===== src/rtl/sysport_pkg.sv =====
package sysport_pkg;

    localparam int BYTE_W  = 8;
    localparam int ADDR_W  = 16;
    localparam int CTL_W   = 4;

    // decoded port addresses
    localparam logic [ADDR_W-1:0] A_SPECIAL = 16'h0092;
    localparam logic [ADDR_W-1:0] A_WIN_LO  = 16'h0800;
    localparam logic [ADDR_W-1:0] A_WIN_HI  = 16'h0851;
    localparam logic [ADDR_W-1:0] A_CPUCFG  = 16'h0800;
    localparam logic [ADDR_W-1:0] A_FEAT    = 16'h0802;
    localparam logic [ADDR_W-1:0] A_STAT    = 16'h0803;
    localparam logic [ADDR_W-1:0] A_LIGHT   = 16'h0808;
    localparam logic [ADDR_W-1:0] A_EQUIP   = 16'h080C;
    localparam logic [ADDR_W-1:0] A_LOCK1   = 16'h0810;
    localparam logic [ADDR_W-1:0] A_LOCK2   = 16'h0812;
    localparam logic [ADDR_W-1:0] A_CACHEIV = 16'h0814;
    localparam logic [ADDR_W-1:0] A_KEY     = 16'h0818;
    localparam logic [ADDR_W-1:0] A_SYSCTL  = 16'h081C;
    localparam logic [ADDR_W-1:0] A_CACHEST = 16'h0823;
    localparam logic [ADDR_W-1:0] A_MAPTYPE = 16'h0850;

    // fixed read bytes
    localparam logic [BYTE_W-1:0] V_CPUCFG  = 8'hEF;
    localparam logic [BYTE_W-1:0] V_FEAT    = 8'hAD;
    localparam logic [BYTE_W-1:0] V_STAT    = 8'hE0;
    localparam logic [BYTE_W-1:0] V_EQUIP   = 8'h3C;
    localparam logic [BYTE_W-1:0] V_XFEAT   = 8'h39;
    localparam logic [BYTE_W-1:0] V_KEY     = 8'h00;
    localparam logic [BYTE_W-1:0] V_CACHEST = 8'h03;
    localparam logic [BYTE_W-1:0] V_UNUSED  = 8'hFF;

    typedef enum logic [3:0] {
        P_NONE, P_SPECIAL, P_CPUCFG, P_FEAT, P_STAT, P_LIGHT, P_EQUIP,
        P_LOCK1, P_LOCK2, P_CACHEIV, P_KEY, P_SYSCTL, P_CACHEST, P_MAPTYPE
    } port_e;

    typedef struct packed {
        logic              soft_rst;
        logic              le;
        logic              light;
        logic [CTL_W-1:0]  sysctl;
        logic              sparse;
        logic              rd_valid;
        logic [BYTE_W-1:0] rd_data;
        logic              err;
        logic              lock_a;
        logic              lock_b;
    } regs_t;

endpackage


===== src/rtl/sysport_decode.sv =====
module sysport_decode
    import sysport_pkg::*;
(
    input  logic [ADDR_W-1:0] addr,
    input  logic              is_write,
    output logic              hit,
    output port_e             port,
    output logic              dir_ok
);

    always_comb begin
        hit = (addr == A_SPECIAL) || (addr >= A_WIN_LO && addr <= A_WIN_HI);
        unique case (addr)
            A_SPECIAL: port = P_SPECIAL;
            A_CPUCFG:  port = P_CPUCFG;
            A_FEAT:    port = P_FEAT;
            A_STAT:    port = P_STAT;
            A_LIGHT:   port = P_LIGHT;
            A_EQUIP:   port = P_EQUIP;
            A_LOCK1:   port = P_LOCK1;
            A_LOCK2:   port = P_LOCK2;
            A_CACHEIV: port = P_CACHEIV;
            A_KEY:     port = P_KEY;
            A_SYSCTL:  port = P_SYSCTL;
            A_CACHEST: port = P_CACHEST;
            A_MAPTYPE: port = P_MAPTYPE;
            default:   port = P_NONE;
        endcase
        // direction-dependent assignment
        if (is_write) begin
            dir_ok = port inside {P_SPECIAL, P_CPUCFG, P_FEAT, P_STAT, P_LIGHT,
                                  P_LOCK1, P_LOCK2, P_CACHEIV, P_SYSCTL, P_MAPTYPE};
        end else begin
            dir_ok = port inside {P_SPECIAL, P_CPUCFG, P_FEAT, P_STAT, P_EQUIP,
                                  P_LOCK1, P_CACHEIV, P_KEY, P_SYSCTL, P_CACHEST,
                                  P_MAPTYPE};
        end
    end

endmodule


===== src/rtl/sysport_xlate.sv =====
module sysport_xlate #(
    parameter int OFFS_W = 23,
    parameter int PORT_W = 16
) (
    input  logic              sparse,
    input  logic [OFFS_W-1:0] offset,
    output logic [PORT_W-1:0] port_addr
);

    localparam int LOW_W  = 5;
    localparam int PAGE_B = 12;
    localparam int HI_W   = OFFS_W - PAGE_B;

    logic [PORT_W-1:0] flat_addr;
    logic [PORT_W-1:0] sparse_addr;

    generate
        if (HI_W + LOW_W == PORT_W) begin : g_exact
            assign sparse_addr = {offset[OFFS_W-1:PAGE_B], offset[LOW_W-1:0]};
        end else begin : g_resize
            assign sparse_addr = PORT_W'({offset[OFFS_W-1:PAGE_B], offset[LOW_W-1:0]});
        end
    endgenerate

    assign flat_addr = offset[PORT_W-1:0];

    always_comb begin
        port_addr = sparse ? sparse_addr : flat_addr;
    end

endmodule


===== src/rtl/sysport_top.sv =====
module sysport_top
    import sysport_pkg::*;
#(
    parameter int OFFS_W = 23,
    parameter int PORT_W = 16
) (
    input  logic                clk,
    input  logic                rst,
    input  logic                io_valid,
    input  logic                io_write,
    input  logic [ADDR_W-1:0]   io_addr,
    input  logic [BYTE_W-1:0]   io_wdata,
    output logic                rd_valid,
    output logic [BYTE_W-1:0]   rd_data,
    output logic                acc_err,
    output logic                soft_reset,
    output logic                little_endian,
    output logic                disk_light,
    output logic [CTL_W-1:0]    sys_ctl,
    output logic                map_sparse,
    output logic                nv_lock_a,
    output logic                nv_lock_b,
    input  logic [OFFS_W-1:0]   cpu_offset,
    output logic [PORT_W-1:0]   io_port
);

    regs_t  r_q, r_d;
    logic   dec_hit;
    port_e  dec_port;
    logic   dec_ok;

    sysport_decode u_dec (
        .addr     (io_addr),
        .is_write (io_write),
        .hit      (dec_hit),
        .port     (dec_port),
        .dir_ok   (dec_ok)
    );

    sysport_xlate #(.OFFS_W(OFFS_W), .PORT_W(PORT_W)) u_xlate (
        .sparse    (r_q.sparse),
        .offset    (cpu_offset),
        .port_addr (io_port)
    );

    always_comb begin
        r_d          = r_q;
        r_d.rd_valid = 1'b0;
        r_d.rd_data  = '0;
        r_d.err      = 1'b0;
        r_d.lock_a   = 1'b0;
        r_d.lock_b   = 1'b0;
        if (io_valid && dec_hit) begin
            if (io_write) begin
                r_d.err = !dec_ok;
                unique case (dec_port)
                    P_SPECIAL: begin
                        r_d.soft_rst = io_wdata[0];
                        r_d.le       = io_wdata[1];
                    end
                    P_LIGHT:   r_d.light  = io_wdata[0];
                    P_LOCK1:   r_d.lock_a = 1'b1;
                    P_LOCK2:   r_d.lock_b = 1'b1;
                    P_SYSCTL:  r_d.sysctl = io_wdata[CTL_W-1:0];
                    P_MAPTYPE: r_d.sparse = io_wdata[0];
                    default: ;
                endcase
            end else begin
                r_d.rd_valid = 1'b1;
                r_d.err      = !dec_ok;
                unique case (dec_port)
                    P_SPECIAL: r_d.rd_data = '0;
                    P_CPUCFG:  r_d.rd_data = V_CPUCFG;
                    P_FEAT:    r_d.rd_data = V_FEAT;
                    P_STAT:    r_d.rd_data = V_STAT;
                    P_EQUIP:   r_d.rd_data = V_EQUIP;
                    P_LOCK1:   r_d.rd_data = V_XFEAT;
                    P_KEY:     r_d.rd_data = V_KEY;
                    P_SYSCTL:  r_d.rd_data = {{(BYTE_W-CTL_W){1'b0}}, r_q.sysctl};
                    P_CACHEST: r_d.rd_data = V_CACHEST;
                    P_MAPTYPE: r_d.rd_data = {{(BYTE_W-1){1'b0}}, r_q.sparse};
                    default:   r_d.rd_data = V_UNUSED;
                endcase
            end
        end
    end

    always_ff @(posedge clk) begin
        if (rst) r_q <= '0;
        else     r_q <= r_d;
    end

    assign rd_valid      = r_q.rd_valid;
    assign rd_data       = r_q.rd_data;
    assign acc_err       = r_q.err;
    assign soft_reset    = r_q.soft_rst;
    assign little_endian = r_q.le;
    assign disk_light    = r_q.light;
    assign sys_ctl       = r_q.sysctl;
    assign map_sparse    = r_q.sparse;
    assign nv_lock_a     = r_q.lock_a;
    assign nv_lock_b     = r_q.lock_b;

    AST_SOFTRST_HOLD: assert property (@(posedge clk) disable iff (rst)
        !(io_valid && io_write && io_addr == A_SPECIAL) |=> $stable(soft_reset));
    AST_MAP_HOLD: assert property (@(posedge clk) disable iff (rst)
        !(io_valid && io_write && io_addr == A_MAPTYPE) |=> $stable(map_sparse));
    AST_LOCKA_CAUSE: assert property (@(posedge clk) disable iff (rst)
        nv_lock_a |-> $past(io_valid && io_write && io_addr == A_LOCK1));
    AST_LOCKB_CAUSE: assert property (@(posedge clk) disable iff (rst)
        nv_lock_b |-> $past(io_valid && io_write && io_addr == A_LOCK2));
    AST_ERR_CAUSE: assert property (@(posedge clk) disable iff (rst)
        acc_err |-> $past(io_valid));
    AST_FLAT_MAP: assert property (@(posedge clk) disable iff (rst)
        !map_sparse |-> io_port == cpu_offset[PORT_W-1:0]);
    AST_RDVALID_CAUSE: assert property (@(posedge clk) disable iff (rst)
        rd_valid |-> $past(io_valid && !io_write));

endmodule


===== config.mk =====
export PLATFORM = sky130hd
export DESIGN_NAME = sysport_top
export DESIGN_NICKNAME = d
export VERILOG_FILES = /design/src/rtl/sysport_pkg.sv /design/src/rtl/sysport_decode.sv /design/src/rtl/sysport_xlate.sv /design/src/rtl/sysport_top.sv
export SDC_FILE = /design/constraint.sdc
export NUM_CORES = 1
export LEC_CHECK = 0
export ABC_AREA = 0
export BUFFER_PORTS_ARGS = -buffer_cell sky130_fd_sc_hd__clkbuf_2
export CORE_MARGIN = 2
export CORE_UTILIZATION = 40
export DETAILED_ROUTE_END_ITERATION = 10
export PLACE_DENSITY_LB_ADDON = 0.3
export SETUP_SLACK_MARGIN = 0.5
export SYNTH_ARGS = -nofsm -noshare
export SYNTH_HDL_FRONTEND = slang
export SYNTH_HIERARCHICAL = 1
export SYNTH_SLANG_ARGS = --single-unit

===== constraint.sdc =====
create_clock -name clk -period 2.85 [get_ports clk]
set_input_delay 0.57 -clock clk [delete_from_list [all_inputs] [get_ports clk]]
set_output_delay 0.57 -clock clk [all_outputs]
set_load 0.05 [all_outputs]

* Word-level counts from Yosys, hierarchy flattened
Index checks and enable logic that the tools add are counted.
** Operators by class
- Add/sub/neg operators :: 0
- $mul :: 0
- Div/mod/pow operators :: 0
- Order comparisons :: 2
- Equality and inequality tests :: 26
- Shift-type cells :: 0
- Muxes and demuxes :: 7
- Bitwise logic cells :: 2
- Reduce and logical (&&, ||, !) cells :: 14
** Operator list (count)
- == test 16 x 12 -> 1 bit (second input constant) :: 12
- one-hot mux 8 bit (9 select lines) :: 1
- one-hot mux 4 bit (13 select lines) :: 1
- == test 4 bit (second input constant) :: 6
- == test 16 x 8 -> 1 bit (second input constant) :: 1
- == test 4 x 3 -> 1 bit (second input constant) :: 4
- greater-or-equal comparator 16 x 12 -> 1 bit (second input constant) :: 1
- <= comparator 16 x 12 -> 1 bit (second input constant) :: 1
- 2-to-1 mux 16 bit :: 1
- AND reduction 3 bit :: 4
- nonzero test 11 bit :: 1
- nonzero test 10 bit :: 1
- 2-to-1 mux 9 bit :: 1
- == test 4 x 2 -> 1 bit (second input constant) :: 2
- OR reduction 3 bit :: 2
- == test 4 x 1 -> 1 bit (second input constant) :: 1
- OR reduction 2 bit :: 2
- 2-to-1 mux 1 bit :: 3
- logical AND 1 bit :: 2
- NOT 1 bit :: 2
- zero test 1 bit :: 1
- logical OR 1 bit :: 1
** Word-level totals
- Register bits :: 20
- Latch bits :: 0
- Bits in writable memories :: 0
- ROM bits :: 0
- Logic and storage cells :: 61
- Memories kept :: 0

* Logic depth before layout (Yosys ltp)
Gate-level depths: netlist (run 1).
- Depth after elaboration :: 6
- Mapped depth :: 10

* By module
The synthesis (run 1) kept the hierarchy.
** By module, submodules not included
- sysport_top :: instances 1, cells an instance 101, area an instance 947.2 sq um, seq. area each 400.4 sq um
- sysport_decode :: instances 1, cells an instance 58, area an instance 406.6 sq um, seq. area each 0.0 sq um
- sysport_xlate :: instances 1, cells an instance 17, area an instance 210.2 sq um, seq. area each 0.0 sq um

* Worst setup path after synthesis (run 1)
Ideal clock, no wire load.
- Kind :: input-to-reg
- From :: in io_addr[9]
- To :: reg r_q, in the netlist sys_ctl[0]
- Arrival :: 2.784 ns
- Path slack :: -0.005 ns
- Stages on the path :: 8
- Path buffers :: 1
- Cell sequence :: or4_4 > or4_1 > nor4_2 > a21o_1 > buf_2 > nand2_1 > nor3_2 > mux2i_1
** RTL lines
- from (decl) :: RTL line sysport_top.sv:11 : input logic [ADDR_W-1:0] io_addr,
- == test 16 x 12 -> 1 bit or == test 16 x 8 -> 1 bit (tied branches) :: RTL line sysport_decode.sv:13 : unique case (addr)
- one-hot mux 4 bit (13 select lines) * :: RTL line sysport_decode.sv:13
- named net dec_port[0] :: RTL line sysport_top.sv:29 : port_e dec_port;
- == test 4 bit * :: RTL line sysport_top.sv:56 : unique case (dec_port)
- AND reduction 3 bit (no source line) *
- to (signal assigned) :: RTL line sysport_top.sv:90 : else r_q <= r_d;
- to (decl) :: RTL line sysport_top.sv:27 : regs_t r_q, r_d;
The timed path passes the listed nets; every way through them passes the cells marked *.
A chain may end at the register's enable or synchronous reset.

* Worst setup path after layout (run 1)
- From :: in io_addr[9]
- To :: reg r_q, in the netlist soft_reset
** RTL lines (RTL line)
- == test 16 x 12 -> 1 bit or == test 16 x 8 -> 1 bit (tied branches) :: sysport_decode.sv:13
- one-hot mux 4 bit (13 select lines) * :: sysport_decode.sv:13
- named net dec_port[0] :: sysport_top.sv:29
- == test 4 x 1 -> 1 bit * :: sysport_top.sv:56
- AND reduction 3 bit (no source line) *
Marked as above.

==> flow_metrics.tcl, run 1 <==
set metrics [dict create \
    report.final.slew_viol_count 0 \
    numCtsBuffers 3 \
    crit_path_start "io_addr[9]" \
    core_sq_um 3716 \
    critPathLaunchType "input pin" \
    timing.hold.ws_ns 0.4843 \
    die_h_um 66.53 \
    io_buffers 72 \
    r2r-end "rd_data[0]" \
    timing.fmax_ghz 0.3702 \
    fill_cells 324 \
    rr_worst_depth 3 \
    hp-class "flop to flop" \
    via_per_inst 5.360 \
    grt_pass1_vias 1456 \
    crit_path_max_fanout 4 \
    antenna_found_initial 0 \
    syn_avg_cell_area_sq_um 8.886 \
    cts_tree "done" \
    seqCellArea_sq_um 400.4 \
    leakagePower_nw 1.031 \
    diodes 0 \
    synth_edf_count 0 \
    crit_end "soft_reset" \
    end_kind "flop" \
    hpwl_um 2935 \
    ir_drop_mv 0.3176 \
    drtAntennaViolNets 0 \
    seq_power_share 0.456 \
    yosys_warnings 6 \
    overflow 0 \
    p_comb_frac 0.202 \
    dieArea_sq_um 4426 \
    root_buffer "clkbuf_8" \
    syn_to_final_growth_pct 44.08 \
    drc 0 \
    yosys.area.top_type "dfxtp_1" \
    htree_levels 1 \
    period_needed_ns 2.701 \
    arrival_ns 2.84 \
    finalCritPeriodShare 0.9479 \
    p_int_w 0.0004546 \
    p_per_area_nw_per_um2 271.9 \
    ys_ff_latch 20 \
    synth_cells 176 \
    skew_ns 0.002284 \
    cts_sinks 20 \
    ioPinCount 87 \
    post-place-ws_ns -0.1434 \
    place_congestion 0.7986 \
    worstSetupPathType "input pin to flop" \
    yosys-top-cells-count "20 x dfxtp_1, 17 x nand2b_1, 10 x a21oi_1, 10 x mux2_4, 9 x mux2i_1" \
    syn_nets 227 \
    rrSetupSlack_ns 1.54 \
    synth.distinct_cells 54 \
    grt_pass1_wl_um 6382 \
    drt_iter0_markers 60 \
    worstReg2RegStart "map_sparse" \
    worst_slew_pin_slew_ns 0.7520 \
    layout_setup_ws_ns 0.1486 \
    groute.usage.overall 0.1807 \
    postCtsHoldBufs 0 \
    wl_um 4119 \
    required_ns 2.99 \
    p_clk_frac 0.342 \
    grt_max_degree 24 \
    hold_viol_final 0 \
    drive_above_1_share 0.5346 \
    power.share.switching 0.2581 \
    syn_area_sq_um 1564 \
    finalSetupViolations 0 \
    async_flop_share 0 \
    dieWidth_um 66.53 \
    routedWlPerCell_um 13.37 \
    via_count 1651 \
    max_cap_viol_count 0 \
    netlist_top_cells_area "dfxtp_1 26%, mux2_4 9.6%, nand2b_1 6.8%" \
    ys.flop_type "dfxtp_1" \
    cts.clk_slew.worst_paths_ns 0.07 \
    initial_core_util 0.4209 \
    synth.top_cell.area_share 0.2560 \
    rows 22 \
    synth_most_common_cell "dfxtp_1" \
    fin_nets 312 \
    ys_seq_area_frac 0.2560 \
    multi_input_area_sq_um 1126 \
    switching_power_w 0.0001581 \
    grt_setup_unrepaired "true" \
    status "finished clean" \
    cts_buffer_depth 2 \
    dr.pass1.iters 4 \
    slew-limit-headroom 0.4980 \
    clk_latency_ns 0.25 \
]
==> cells by family after synthesis <==
group           count (synthesis)  share of synthesized area
simple gates                   73                     0.3088
compound gates                 36                     0.1712
buf+inv                        24                    0.08480
mux                            21                     0.1680
flops                          20                     0.2560
xor+xnor                        2                    0.01120
==> sequential cells by signal, summed over array words and instances (netlist names) <==
register,cells
rd_data,8
sys_ctl,4
acc_err,1
disk_light,1
little_endian,1
map_sparse,1
nv_lock_a,1
nv_lock_b,1
rd_valid,1
soft_reset,1
==> critical path: stages <==
cell	delay [ns]
clkbuf_2	0.08
or4_4	0.52
or4_4	0.44
nor4_4	0.29
a21o_2	0.24
nand2b_4	0.07
or4_4	0.50
mux2i_1	0.13
==> repair_timing <==
action	CTS	global route
buffers inserted	3	5
pin swaps	1	4
setup endpoints to repair	20	19
hold endpoints to repair	0	0
resized for setup	11	12
gates cloned	0	2
==> cell usage in the layout, fill, tap and decap left out, drive strengths merged, types with 2 or more instances in the layout <==
master and n:
or2 2, nand2b 18, a21o 2, dfxtp 20
nand4 2, o21ai 4, nor3 6, nand4b 2
mux2 12, nor4 4, a31oi 2, a211oi 4
a311o 2, a221o 2, inv 4, nor2b 4
or4 5, clkbuf 76, nor4b 4, buf 28
nand2 5, nor3b 2, mux2i 9, or3 2
a21oi 10, nor2 7, nand3 3
==> metal layers <==
| layer | GRT usage | part of all wire | vias up |
|---|---|---|---|
| met1 | 0.2289 | 0.44 | 753 |
| li1 | - | - | 824 |
| met3 | 0.05574 | 0.089 | 0 |
| met4 | 0.01020 | 0 | 0 |
| met5 | 0 | 0 | - |
| met2 | 0.3150 | 0.47 | 74 |
==> per-stage QoR <==
step | util | power, W | cells | instance area [sq um] | TNS [ns]
after detailed placement | 0.5438 | 0.0004058 | 294 | 2021 | -1.658
final | 0.6064 | 0.0006127 | 308 | 2253 | 0
after CTS | 0.5798 | 0.0006172 | 301 | 2155 | 0
after global routing | 0.6064 | 0.0006390 | 308 | 2253 | 0
after floorplan | - | 0.0003758 | 176 | 1582 | 0
after global placement | 0.5438 | 0.0004041 | 294 | 2021 | -1.494
==> worst min path at each step <==
stage / start / depth (start not counted) / end
after global placement: little_endian / 2 / little_endian
after detailed placement: soft_reset / 2 / soft_reset
after CTS: soft_reset / 2 / soft_reset
after floorplan: little_endian / 2 / little_endian
after global routing: soft_reset / 2 / soft_reset
final: soft_reset / 2 / soft_reset
==> power groups by stage <==
stage	clock (W)	combinational (W)	sequential (W)
2_1_floorplan	0	0.0000899	0.000286
3_3_place_gp	0	0.000118	0.000286
3_5_place_dp	0	0.000120	0.000286
4_1_cts	0.000215	0.000123	0.000279
5_1_grt	0.000226	0.000134	0.000279
6_report	0.000210	0.000124	0.000279
==> final cells by class <==
cell class                      count  area share
Clock buffer                        4     0.02443
Inverter                            4    0.006663
Multi-Input combinational cell    132      0.4997
Sequential cell                    20      0.1777
Tap cell                           48     0.02665
Timing Repair Buffer              100      0.2649
(Power assumes the default switching activity.)
==> run 2, diff against run 1 <==
--- a/config.mk
+++ b/config.mk
@@ -7,8 +7,10 @@
 export LEC_CHECK = 0
 export ABC_AREA = 0
 export BUFFER_PORTS_ARGS = -buffer_cell sky130_fd_sc_hd__clkbuf_2
+export CELL_PAD_IN_SITES_DETAIL_PLACEMENT = 1
+export CELL_PAD_IN_SITES_GLOBAL_PLACEMENT = 2
 export CORE_MARGIN = 2
-export CORE_UTILIZATION = 40
+export CORE_UTILIZATION = 22
 export DETAILED_ROUTE_END_ITERATION = 10
 export PLACE_DENSITY_LB_ADDON = 0.3
 export SETUP_SLACK_MARGIN = 0.5
==> run 2 against run 1 <==
Critical path depth up 1. Register-to-register slack better by 0.30 ns. Via count is 0.30% higher. Sequential share of layout area fell by 1.4 points. Utilization decreased by 25 points. Global-route usage fell by 6.4 points. Worst setup slack lost 0.023 ns. First-iteration DRC count rose by 23%. Largest cell class unchanged.
==> flow_metrics.tcl, run 2 (same netlist as run 1, synthesis figures left out) <==
set metrics [dict create \
    diodes 0 \
    antenna_found_initial 0 \
    hp-class "flop to flop" \
    dp_cells 343 \
    grt_pass1_wl_um 7362 \
    core_sq_um 6832 \
    crit_slowest_cell "or4_4" \
    crit_path_max_fanout 4 \
    required_ns 2.99 \
    layout_setup_ws_ns 0.1259 \
    numCtsBuffers 3 \
    finalSetupViolations 0 \
    path_cells "buf_6, or4_4, or4_4, nor4_4, buf_4, a21o_4, nand2b_4, or4_4, mux2i_1" \
    worst_slew_pin_slew_ns 0.5200 \
    io_buffers 72 \
    worstReg2RegStart "sys_ctl[3]" \
    drc 0 \
    dr.pass1.iters 4 \
    timing.fmax_ghz 0.3671 \
    cts_sinks 20 \
    hold_start "little_endian" \
    power_w 0.0005889 \
    hold_viol_final 0 \
    fin_cells 363 \
    cts.clk_slew.worst_paths_ns 0.07 \
    dieArea_sq_um 7800 \
    layout_common_cells "71 x clkbuf_2, 25 x buf_4, 20 x dfxtp_1" \
    die_h_um 88.32 \
    via_count 1656 \
    path_delay_family "simple AND/OR/NAND/NOR gates" \
    root_buffer "clkbuf_8" \
    dieWidth_um 88.32 \
    fin_nets 320 \
    report.final.slew_viol_count 0 \
    critical_path.max_stage_delay_ns 0.52 \
    post-place-ws_ns -0.2323 \
    grt_setup_unrepaired "true" \
    slew-limit-headroom 0.6497 \
    initial_core_util 0.2289 \
    cpMostUsedCell "or4_4" \
    htree_levels 1 \
    end_kind "flop" \
    leakagePower_nw 1.063 \
    grt_pass1_vias 1553 \
    hpwl_um 3754 \
    wl_um 4945 \
    overflow 0 \
    drt_iter0_markers 74 \
    syn_to_final_growth_pct 56.16 \
    skew_ns 0.0004379 \
    ir_drop_mv 0.09698 \
    routedWlPerCell_um 13.62 \
    final_common_cell "clkbuf_2" \
    crit_path_start "io_addr[9]" \
    cts_tree "done" \
    ioPinCount 87 \
    groute.usage.overall 0.1166 \
    place_congestion 0.7228 \
    critPathLaunchType "input pin" \
    finalCritPeriodShare 0.9558 \
    status "finished clean" \
    largest_reg_flops 8 \
    utilization 0.3575 \
    grt_max_degree 24 \
    arrival_ns 2.86 \
    cts_buffer_depth 2 \
    path_buf_inv 2 \
    drtAntennaViolNets 0 \
    clk_latency_ns 0.25 \
    worstSetupPathType "input pin to flop" \
    max_cap_viol_count 0 \
    drive_above_1_share 0.5730 \
    p_per_area_nw_per_um2 241.1 \
    rows 30 \
    via_per_inst 4.562 \
    period_needed_ns 2.724 \
]
## run 2: what timing repair did
| action | in CTS | in global routing |
|---|---|---|
| pin swaps | 0 | 12 |
| endpoints found under the hold margin | 0 | 0 |
| cloned | 0 | 1 |
| setup endpoints to repair | 19 | 20 |
| resized for setup | 10 | 31 |
| setup buffers | 6 | 10 |
| hold buffers | 0 | 0 |
## run 2: metrics by stage
stage               cell area, sq um  hold WS [ns]  TNS [ns]
finish                          2442        0.4863         0
CTS                             2227        0.4905         0
global placement                2088        0.4689    -2.174
global route                    2442        0.5105         0
detailed placement              2088        0.4810    -2.701
floorplan                       1582        0.6968         0
## run 2: layout make-up
class | instances | area (sq um)
multi-input cells | 132 | 1187
well taps | 96 | 120.1
repair buffers | 108 | 678.2
inverters | 4 | 15.01
fillers | 851 | 4389
clock buffers | 3 | 41.29
flip-flops and latches | 20 | 400.4
## run 2: report_power, final
part           switching [W]  leakage [nW]  internal (W)  total [W]
clock network      0.0000863        0.0216     0.0000939   0.000180
registers      0.00000000830         0.161      0.000279   0.000279
logic              0.0000739         0.880     0.0000556   0.000129
total               0.000160          1.06      0.000429   0.000589
## run 2: per-layer routing
| metal | routed length [um] | track usage | part of all wire | up-vias |
|---|---|---|---|---|
| met5 | 0 | 0 | 0 | - |
| met4 | 38 | 0.02479 | 0.0077 | 0 |
| met2 | 2520 | 0.2003 | 0.51 | 40 |
| li1 | - | - | - | 837 |
| met1 | 2163 | 0.1550 | 0.44 | 775 |
| met3 | 223 | 0.01772 | 0.045 | 4 |
## run 2: worst min-delay path, cell delays in order (launching register included)
cell and delay, ns:
dfxtp_1 0.31, nand2b_1 0.07, mux2i_1 0.06
## run 2: path summary, 6_finish.rpt
path | depth (start not counted) | slack [ns] | endpoint
worst max register to register | 3 | 1.84 | rd_data[3]
worst min register to register | 2 | 0.49 | little_endian
worst min-delay path | 2 | 0.49 | little_endian
worst max-delay path | 9 | 0.13 | soft_reset
